===== src/rtl/dualbank_pio_pkg.sv =====
package dualbank_pio_pkg;

  localparam int unsigned CB_MODE   = 0;
  localparam int unsigned CB_COMMIT = 1;
  localparam int unsigned CB_LOOP   = 2;

  typedef struct packed {
    logic loop_en;
    logic mode_sync;
  } ctrl_t;

  function automatic int unsigned addr_width(input int unsigned nbanks);
    return $clog2(3 * nbanks + 1);
  endfunction

  function automatic int unsigned ctrl_index(input int unsigned nbanks);
    return 2 * nbanks;
  endfunction

  function automatic int unsigned data_index(input int unsigned bank);
    return bank;
  endfunction

  function automatic int unsigned oe_index(input int unsigned nbanks, input int unsigned bank);
    return nbanks + bank;
  endfunction

  function automatic int unsigned in_index(input int unsigned nbanks, input int unsigned bank);
    return 2 * nbanks + 1 + bank;
  endfunction

endpackage


===== src/rtl/pio_regs.sv =====
module pio_regs
  import dualbank_pio_pkg::*;
#(
  parameter int BANK_W = 32,
  parameter int NBANKS = 2,
  parameter int ADDR_W = 3
) (
  input  logic                           clk,
  input  logic                           rst_n,
  input  logic                           bus_wr,
  input  logic [ADDR_W-1:0]              bus_addr,
  input  logic [BANK_W-1:0]              bus_wdata,
  output logic [NBANKS-1:0][BANK_W-1:0]  stg_data,
  output logic [NBANKS-1:0][BANK_W-1:0]  stg_oe,
  output logic [NBANKS-1:0]              data_hit,
  output logic [NBANKS-1:0]              oe_hit,
  output ctrl_t                          ctrl_q,
  output logic                           commit_pulse
);

  localparam int unsigned CTRL_A = ctrl_index(NBANKS);

  logic ctrl_hit;

  assign ctrl_hit     = bus_wr && (bus_addr == ADDR_W'(CTRL_A));
  assign commit_pulse = ctrl_hit && bus_wdata[CB_COMMIT];

  for (genvar b = 0; b < NBANKS; b++) begin : g_stage
    assign data_hit[b] = bus_wr && (bus_addr == ADDR_W'(data_index(b)));
    assign oe_hit[b]   = bus_wr && (bus_addr == ADDR_W'(oe_index(NBANKS, b)));

    always_ff @(posedge clk) begin
      if (!rst_n) begin
        stg_data[b] <= '0;
        stg_oe[b]   <= '0;
      end else begin
        if (data_hit[b]) stg_data[b] <= bus_wdata;
        if (oe_hit[b])   stg_oe[b]   <= bus_wdata;
      end
    end
  end

  always_ff @(posedge clk) begin
    if (!rst_n) begin
      ctrl_q <= '0;
    end else if (ctrl_hit) begin
      ctrl_q.mode_sync <= bus_wdata[CB_MODE];
      ctrl_q.loop_en   <= bus_wdata[CB_LOOP];
    end
  end

endmodule


===== src/rtl/pio_bank_out.sv =====
module pio_bank_out #(
  parameter int BANK_W = 32
) (
  input  logic              clk,
  input  logic              rst_n,
  input  logic              mode_sync,
  input  logic              commit,
  input  logic              data_hit,
  input  logic              oe_hit,
  input  logic [BANK_W-1:0] wdata,
  input  logic [BANK_W-1:0] stg_data,
  input  logic [BANK_W-1:0] stg_oe,
  output logic [BANK_W-1:0] act_data,
  output logic [BANK_W-1:0] act_oe
);

  logic pass_through;

  assign pass_through = !mode_sync;

  always_ff @(posedge clk) begin
    if (!rst_n) begin
      act_data <= '0;
      act_oe   <= '0;
    end else if (commit) begin
      act_data <= stg_data;
      act_oe   <= stg_oe;
    end else if (pass_through) begin
      if (data_hit) act_data <= wdata;
      if (oe_hit)   act_oe   <= wdata;
    end
  end

endmodule


===== src/rtl/pio_in_path.sv =====
module pio_in_path #(
  parameter int CH_W = 64
) (
  input  logic            clk,
  input  logic            rst_n,
  input  logic            loop_en,
  input  logic [CH_W-1:0] pad_in,
  input  logic [CH_W-1:0] act_data,
  input  logic [CH_W-1:0] act_oe,
  output logic [CH_W-1:0] in_word
);

  logic [CH_W-1:0] loop_level;
  logic [CH_W-1:0] src;
  logic [CH_W-1:0] sync_a;
  logic [CH_W-1:0] sync_b;

  function automatic logic [CH_W-1:0] pulled_level(input logic [CH_W-1:0] oe,
                                                   input logic [CH_W-1:0] dout);
    return (oe & dout) | ~oe;
  endfunction

  assign loop_level = pulled_level(act_oe, act_data);
  assign src        = loop_en ? loop_level : pad_in;

  always_ff @(posedge clk) begin
    if (!rst_n) begin
      sync_a <= '1;
      sync_b <= '1;
    end else begin
      sync_a <= src;
      sync_b <= sync_a;
    end
  end

  assign in_word = sync_b;

endmodule


===== src/rtl/dualbank_pio.sv =====
module dualbank_pio
  import dualbank_pio_pkg::*;
#(
  parameter int BANK_W = 32,
  parameter int NBANKS = 2,
  parameter int ADDR_W = addr_width(NBANKS)
) (
  input  logic                       clk,
  input  logic                       rst_n,
  input  logic                       bus_wr,
  input  logic [ADDR_W-1:0]          bus_addr,
  input  logic [BANK_W-1:0]          bus_wdata,
  output logic [BANK_W-1:0]          bus_rdata,
  input  logic [NBANKS*BANK_W-1:0]   pad_in,
  output logic [NBANKS*BANK_W-1:0]   pad_out,
  output logic [NBANKS*BANK_W-1:0]   pad_oe
);

  localparam int CH_W = NBANKS * BANK_W;
  localparam int unsigned CTRL_A = ctrl_index(NBANKS);

  logic [NBANKS-1:0][BANK_W-1:0] stg_data;
  logic [NBANKS-1:0][BANK_W-1:0] stg_oe;
  logic [NBANKS-1:0][BANK_W-1:0] act_data;
  logic [NBANKS-1:0][BANK_W-1:0] act_oe;
  logic [NBANKS-1:0]             data_hit;
  logic [NBANKS-1:0]             oe_hit;
  ctrl_t                         ctrl_q;
  logic                          commit_pulse;
  logic [CH_W-1:0]               in_word;
  logic [BANK_W-1:0]             rd_next;

  function automatic logic [BANK_W-1:0] ctrl_word(input ctrl_t c);
    logic [BANK_W-1:0] w;
    w          = '0;
    w[CB_MODE] = c.mode_sync;
    w[CB_LOOP] = c.loop_en;
    return w;
  endfunction

  pio_regs #(
    .BANK_W(BANK_W), .NBANKS(NBANKS), .ADDR_W(ADDR_W)
  ) u_regs (
    .clk          (clk),
    .rst_n        (rst_n),
    .bus_wr       (bus_wr),
    .bus_addr     (bus_addr),
    .bus_wdata    (bus_wdata),
    .stg_data     (stg_data),
    .stg_oe       (stg_oe),
    .data_hit     (data_hit),
    .oe_hit       (oe_hit),
    .ctrl_q       (ctrl_q),
    .commit_pulse (commit_pulse)
  );

  for (genvar b = 0; b < NBANKS; b++) begin : g_bank
    pio_bank_out #(.BANK_W(BANK_W)) u_bank (
      .clk       (clk),
      .rst_n     (rst_n),
      .mode_sync (ctrl_q.mode_sync),
      .commit    (commit_pulse),
      .data_hit  (data_hit[b]),
      .oe_hit    (oe_hit[b]),
      .wdata     (bus_wdata),
      .stg_data  (stg_data[b]),
      .stg_oe    (stg_oe[b]),
      .act_data  (act_data[b]),
      .act_oe    (act_oe[b])
    );
  end

  assign pad_out = act_data;
  assign pad_oe  = act_oe;

  pio_in_path #(.CH_W(CH_W)) u_in (
    .clk      (clk),
    .rst_n    (rst_n),
    .loop_en  (ctrl_q.loop_en),
    .pad_in   (pad_in),
    .act_data (act_data),
    .act_oe   (act_oe),
    .in_word  (in_word)
  );

  always_comb begin
    rd_next = '0;
    for (int b = 0; b < NBANKS; b++) begin
      if (bus_addr == ADDR_W'(data_index(b)))       rd_next = stg_data[b];
      if (bus_addr == ADDR_W'(oe_index(NBANKS, b))) rd_next = stg_oe[b];
      if (bus_addr == ADDR_W'(in_index(NBANKS, b))) rd_next = in_word[b*BANK_W +: BANK_W];
    end
    if (bus_addr == ADDR_W'(CTRL_A)) rd_next = ctrl_word(ctrl_q);
  end

  always_ff @(posedge clk) begin
    if (!rst_n) bus_rdata <= '0;
    else        bus_rdata <= rd_next;
  end

endmodule


===== config.mk =====
export PLATFORM = sky130hd
export DESIGN_NAME = dualbank_pio
export DESIGN_NICKNAME = d
export VERILOG_FILES = /design/src/rtl/dualbank_pio_pkg.sv /design/src/rtl/pio_regs.sv /design/src/rtl/pio_bank_out.sv /design/src/rtl/pio_in_path.sv /design/src/rtl/dualbank_pio.sv
export SDC_FILE = /design/constraint.sdc
export NUM_CORES = 1
export LEC_CHECK = 0
export CORE_MARGIN = 4
export CORE_UTILIZATION = 39
export DETAILED_ROUTE_END_ITERATION = 16
export DONT_BUFFER_PORTS = 1
export PLACE_DENSITY = 0.64
export SYNTH_ARGS = -nofsm -noshare
export SYNTH_HDL_FRONTEND = slang
export SYNTH_SLANG_ARGS = --single-unit
export TNS_END_PERCENT = 5

===== constraint.sdc =====
create_clock -name clk -period 2.6 [get_ports clk]
set_input_delay 0.52 -clock clk [delete_from_list [all_inputs] [get_ports clk]]
set_output_delay 0.52 -clock clk [all_outputs]
set_load 0.005 [all_outputs]

==> impl_metrics.json <==
{
  "grt_max_degree": 391,
  "numPortBuffers": 0,
  "end_kind": "flop",
  "netlist_instances": 1969,
  "cts.path.max_buffers": 3,
  "cts_tree": "done",
  "setup_viol": 0,
  "seqPwrFrac_pct": 49.2,
  "start_util_pct": 39.6,
  "worstMarginPinSlew_ps": 838,
  "core_area_sq_mm": 0.0421,
  "yosysSeqAreaShare_pct": 50.2,
  "remaining_drc_errors": 0,
  "status": "finished clean",
  "power_frac_clock_pct": 46.0,
  "dp_hpwl_um": 32900,
  "grt_pass1_vias": 13000,
  "cp_slowest_cell": "and3_2",
  "cap_violations": 0,
  "routed-via-count": 13400,
  "grt_use_total_pct": 21.6,
  "io_pins": 262,
  "arrival_ps": 2400,
  "antenna_left": 0,
  "timing.slew.headroom_pct": 44.0,
  "switchingPower_uw": 3130,
  "clkTransAtPathRegs_ps": 60,
  "clock-root-buffer": "clkbuf_16",
  "first_pass_iters": 5,
  "cp_common_cell": "a21oi_1",
  "leakagePower_uw": 0.00660,
  "ys_ff_latch": 418,
  "tns_ps": 0,
  "post_cts_buffers": 0,
  "fin_skew_ps": 9.46,
  "slew_viol_final": 0,
  "overflow": 0,
  "grt_antenna_before_repair": 2,
  "vdd_drop_max_mv": 0.429,
  "drtIter0Drc": 1148,
  "syn_nets": 2071,
  "p_comb_share_pct": 4.8,
  "syn_area_per_cell_sq_um": 8.47,
  "worstPathRequired_ps": 3080,
  "rsz0062_at_grt": "false",
  "via_per_inst": 5.54,
  "diodes": 0,
  "max_stage_delay_ps": 450,
  "path_class": "reg -> reg",
  "finalHoldViolations": 0,
  "clk_latency_ps": 560,
  "numClockSinks": 418,
  "fin_crit_sh_pct": 73.8,
  "place.gp.congestion": 0.817,
  "swShare_pct": 22.5,
  "routedWlPerCell_um": 21.2,
  "syn2layout_area_growth_pct": 10.1,
  "syn_area_sq_mm": 0.0167,
  "hold_class": "in -> reg",
  "critPathMaxFanout": 22,
  "wl_um": 51500,
  "fin_util_pct": 43.5,
  "cp_cell_sequence": "nor3b_2, and3_2, buf_4, a21oi_1, a21oi_1",
  "grt_pass1_wl_um": 79100,
  "cts-buffers-inserted": 44,
  "die_w_um": 215,
  "period_needed_ps": 1920,
  "final_nets": 1956,
  "p_per_area_mw_per_mm2": 758,
  "h-tree-depth": 2,
  "p_int_uw": 10800,
  "synth_warnings": 0,
  "timing.fmax_mhz": 521,
  "crit_path_start_kind": "flop",
  "die_area_sq_mm": 0.0461,
  "rows": 75,
  "drive_above_1_share_pct": 6.63,
  "die_h_um": 215,
  "synth_cell_types": 38
}
[power groups by stage]
| stage | Clock, uW | Combinational, uW | Sequential [uW] |
|---|---|---|---|
| after floorplan | 0 | 648 | 6900 |
| after global placement | 0 | 646 | 6990 |
| after detailed placement | 0 | 664 | 6990 |
| after CTS | 6530 | 667 | 6850 |
| after global routing | 6800 | 748 | 6870 |
| final | 6390 | 665 | 6850 |
[final timing paths]
check	from	endpoint	slack [ps]	cells past startpoint
worst max-delay path	u_regs.ctrl_q[0]	g_bank[1].u_bank.act_oe[31]	680	5
worst min-delay path	rst_n	u_in.sync_a[52]	30	1
worst min register to register	u_in.sync_a[55]	u_in.in_word[55]	400	1
worst max register to register	u_regs.ctrl_q[0]	g_bank[1].u_bank.act_oe[31]	680	5
[per-stage QoR]
step / cell area (sq um) / worst slack [ps] / power [uW] / cells / hold WS [ps]
after floorplan: 16700 / 815 / 7550 / 1969 / 386
after CTS: 18300 / 699 / 14000 / 2424 / 8.99
after global routing: 18300 / 512 / 14400 / 2425 / 5.51
final: 18300 / 681 / 13900 / 2425 / 31.9
after global placement: 16900 / 577 / 7630 / 2346 / 390
after detailed placement: 16900 / 463 / 7650 / 2346 / 391
[sequential cells by signal, indices dropped and copies added (netlist names)]
| signal | flops |
|---|---|
| u_regs.stg_oe | 64 |
| g_bank.u_bank.act_data | 64 |
| u_in.sync_a | 64 |
| u_regs.stg_data | 64 |
| u_in.in_word | 64 |
| g_bank.u_bank.act_oe | 64 |
| bus_rdata | 32 |
| u_regs.ctrl_q | 2 |
[cells in the final DEF, fill, tap and decap left out, types with 3 or more instances in the layout]
cell type and instances:
nand3b_1 54, nor2b_1 3, o22ai_1 11, a221oi_1 31, o21ai_0 210, mux2i_1 95, o21ai_1 29, a21boi_0 111
dfxtp_1 417, nor2_1 4, and2_2 3, a21boi_1 22, buf_12 4, clkinv_2 8, nand2_1 433, clkbuf_8 13
clkbuf_16 45, nand3_2 3, nand2b_1 66, inv_1 34, a21oi_1 219, nand3_1 4, nor3_4 4, nand2_2 4
buf_4 25, bufinv_16 3, clkbuf_1 7
[kinds of logic (layout without fill, tap and decap cells)]
group           Yosys count  count (layout)  share of synthesized area [%]
compound gates          639             639                           22.1
buf+inv                 226             143                           5.73
mux                      96              96                           5.84
simple gates            590             590                           16.2
flops                   418             418                           50.2
[critical path: cells and delay by family, from the launching register on]
| family | cells | cell delay, ps |
|---|---|---|
| flops | 1 | 380 |
| buf+inv | 1 | 380 |
| simple gates | 2 | 780 |
| compound gates | 2 | 290 |
[cells in the mapped netlist, drive strengths merged]
master | number | area share [%]
a21boi | 133 | 6.0
a21o | 1 | 0.045
a21oi | 219 | 6.6
a221oi | 31 | 1.6
a22oi | 1 | 0.045
a31oi | 1 | 0.038
a32oi | 1 | 0.053
and2 | 3 | 0.11
and3 | 3 | 0.11
buf | 48 | 1.7
clkbuf | 143 | 3.2
dfxtp | 418 | 50
inv | 35 | 0.79
mux2i | 95 | 5.7
mux4 | 1 | 0.14
nand2 | 437 | 9.8
nand2b | 66 | 2.5
nand3 | 8 | 0.32
nand3b | 54 | 2.4
nor2 | 5 | 0.11
nor2b | 4 | 0.15
nor3 | 5 | 0.27
nor3b | 4 | 0.28
o21ai | 239 | 7.2
o221ai | 1 | 0.053
o22ai | 11 | 0.41
o31ai | 1 | 0.045
or4b | 1 | 0.060
[area by class of cell]
cell class	instances	area, sq um
fillers	4111	23800
flip-flops and latches	418	8370
multi-input cells	1325	7420
clock buffers	65	1330
well taps	539	674
repair buffers	30	278
clock inverters	13	145
inverters	35	131
[per-layer routing]
layer	track usage, %	part of all wire (%)
met1	28.2	43
met2	35.5	47
met3	5.61	7.9
met4	6.25	2.6
met5	0	0.014
[what timing repair did]
action                                 CTS  global route
gates resized for setup                  0             0
endpoints found under the hold margin    0             1
hold buffers                             0             1
(Power assumes the default switching activity.)
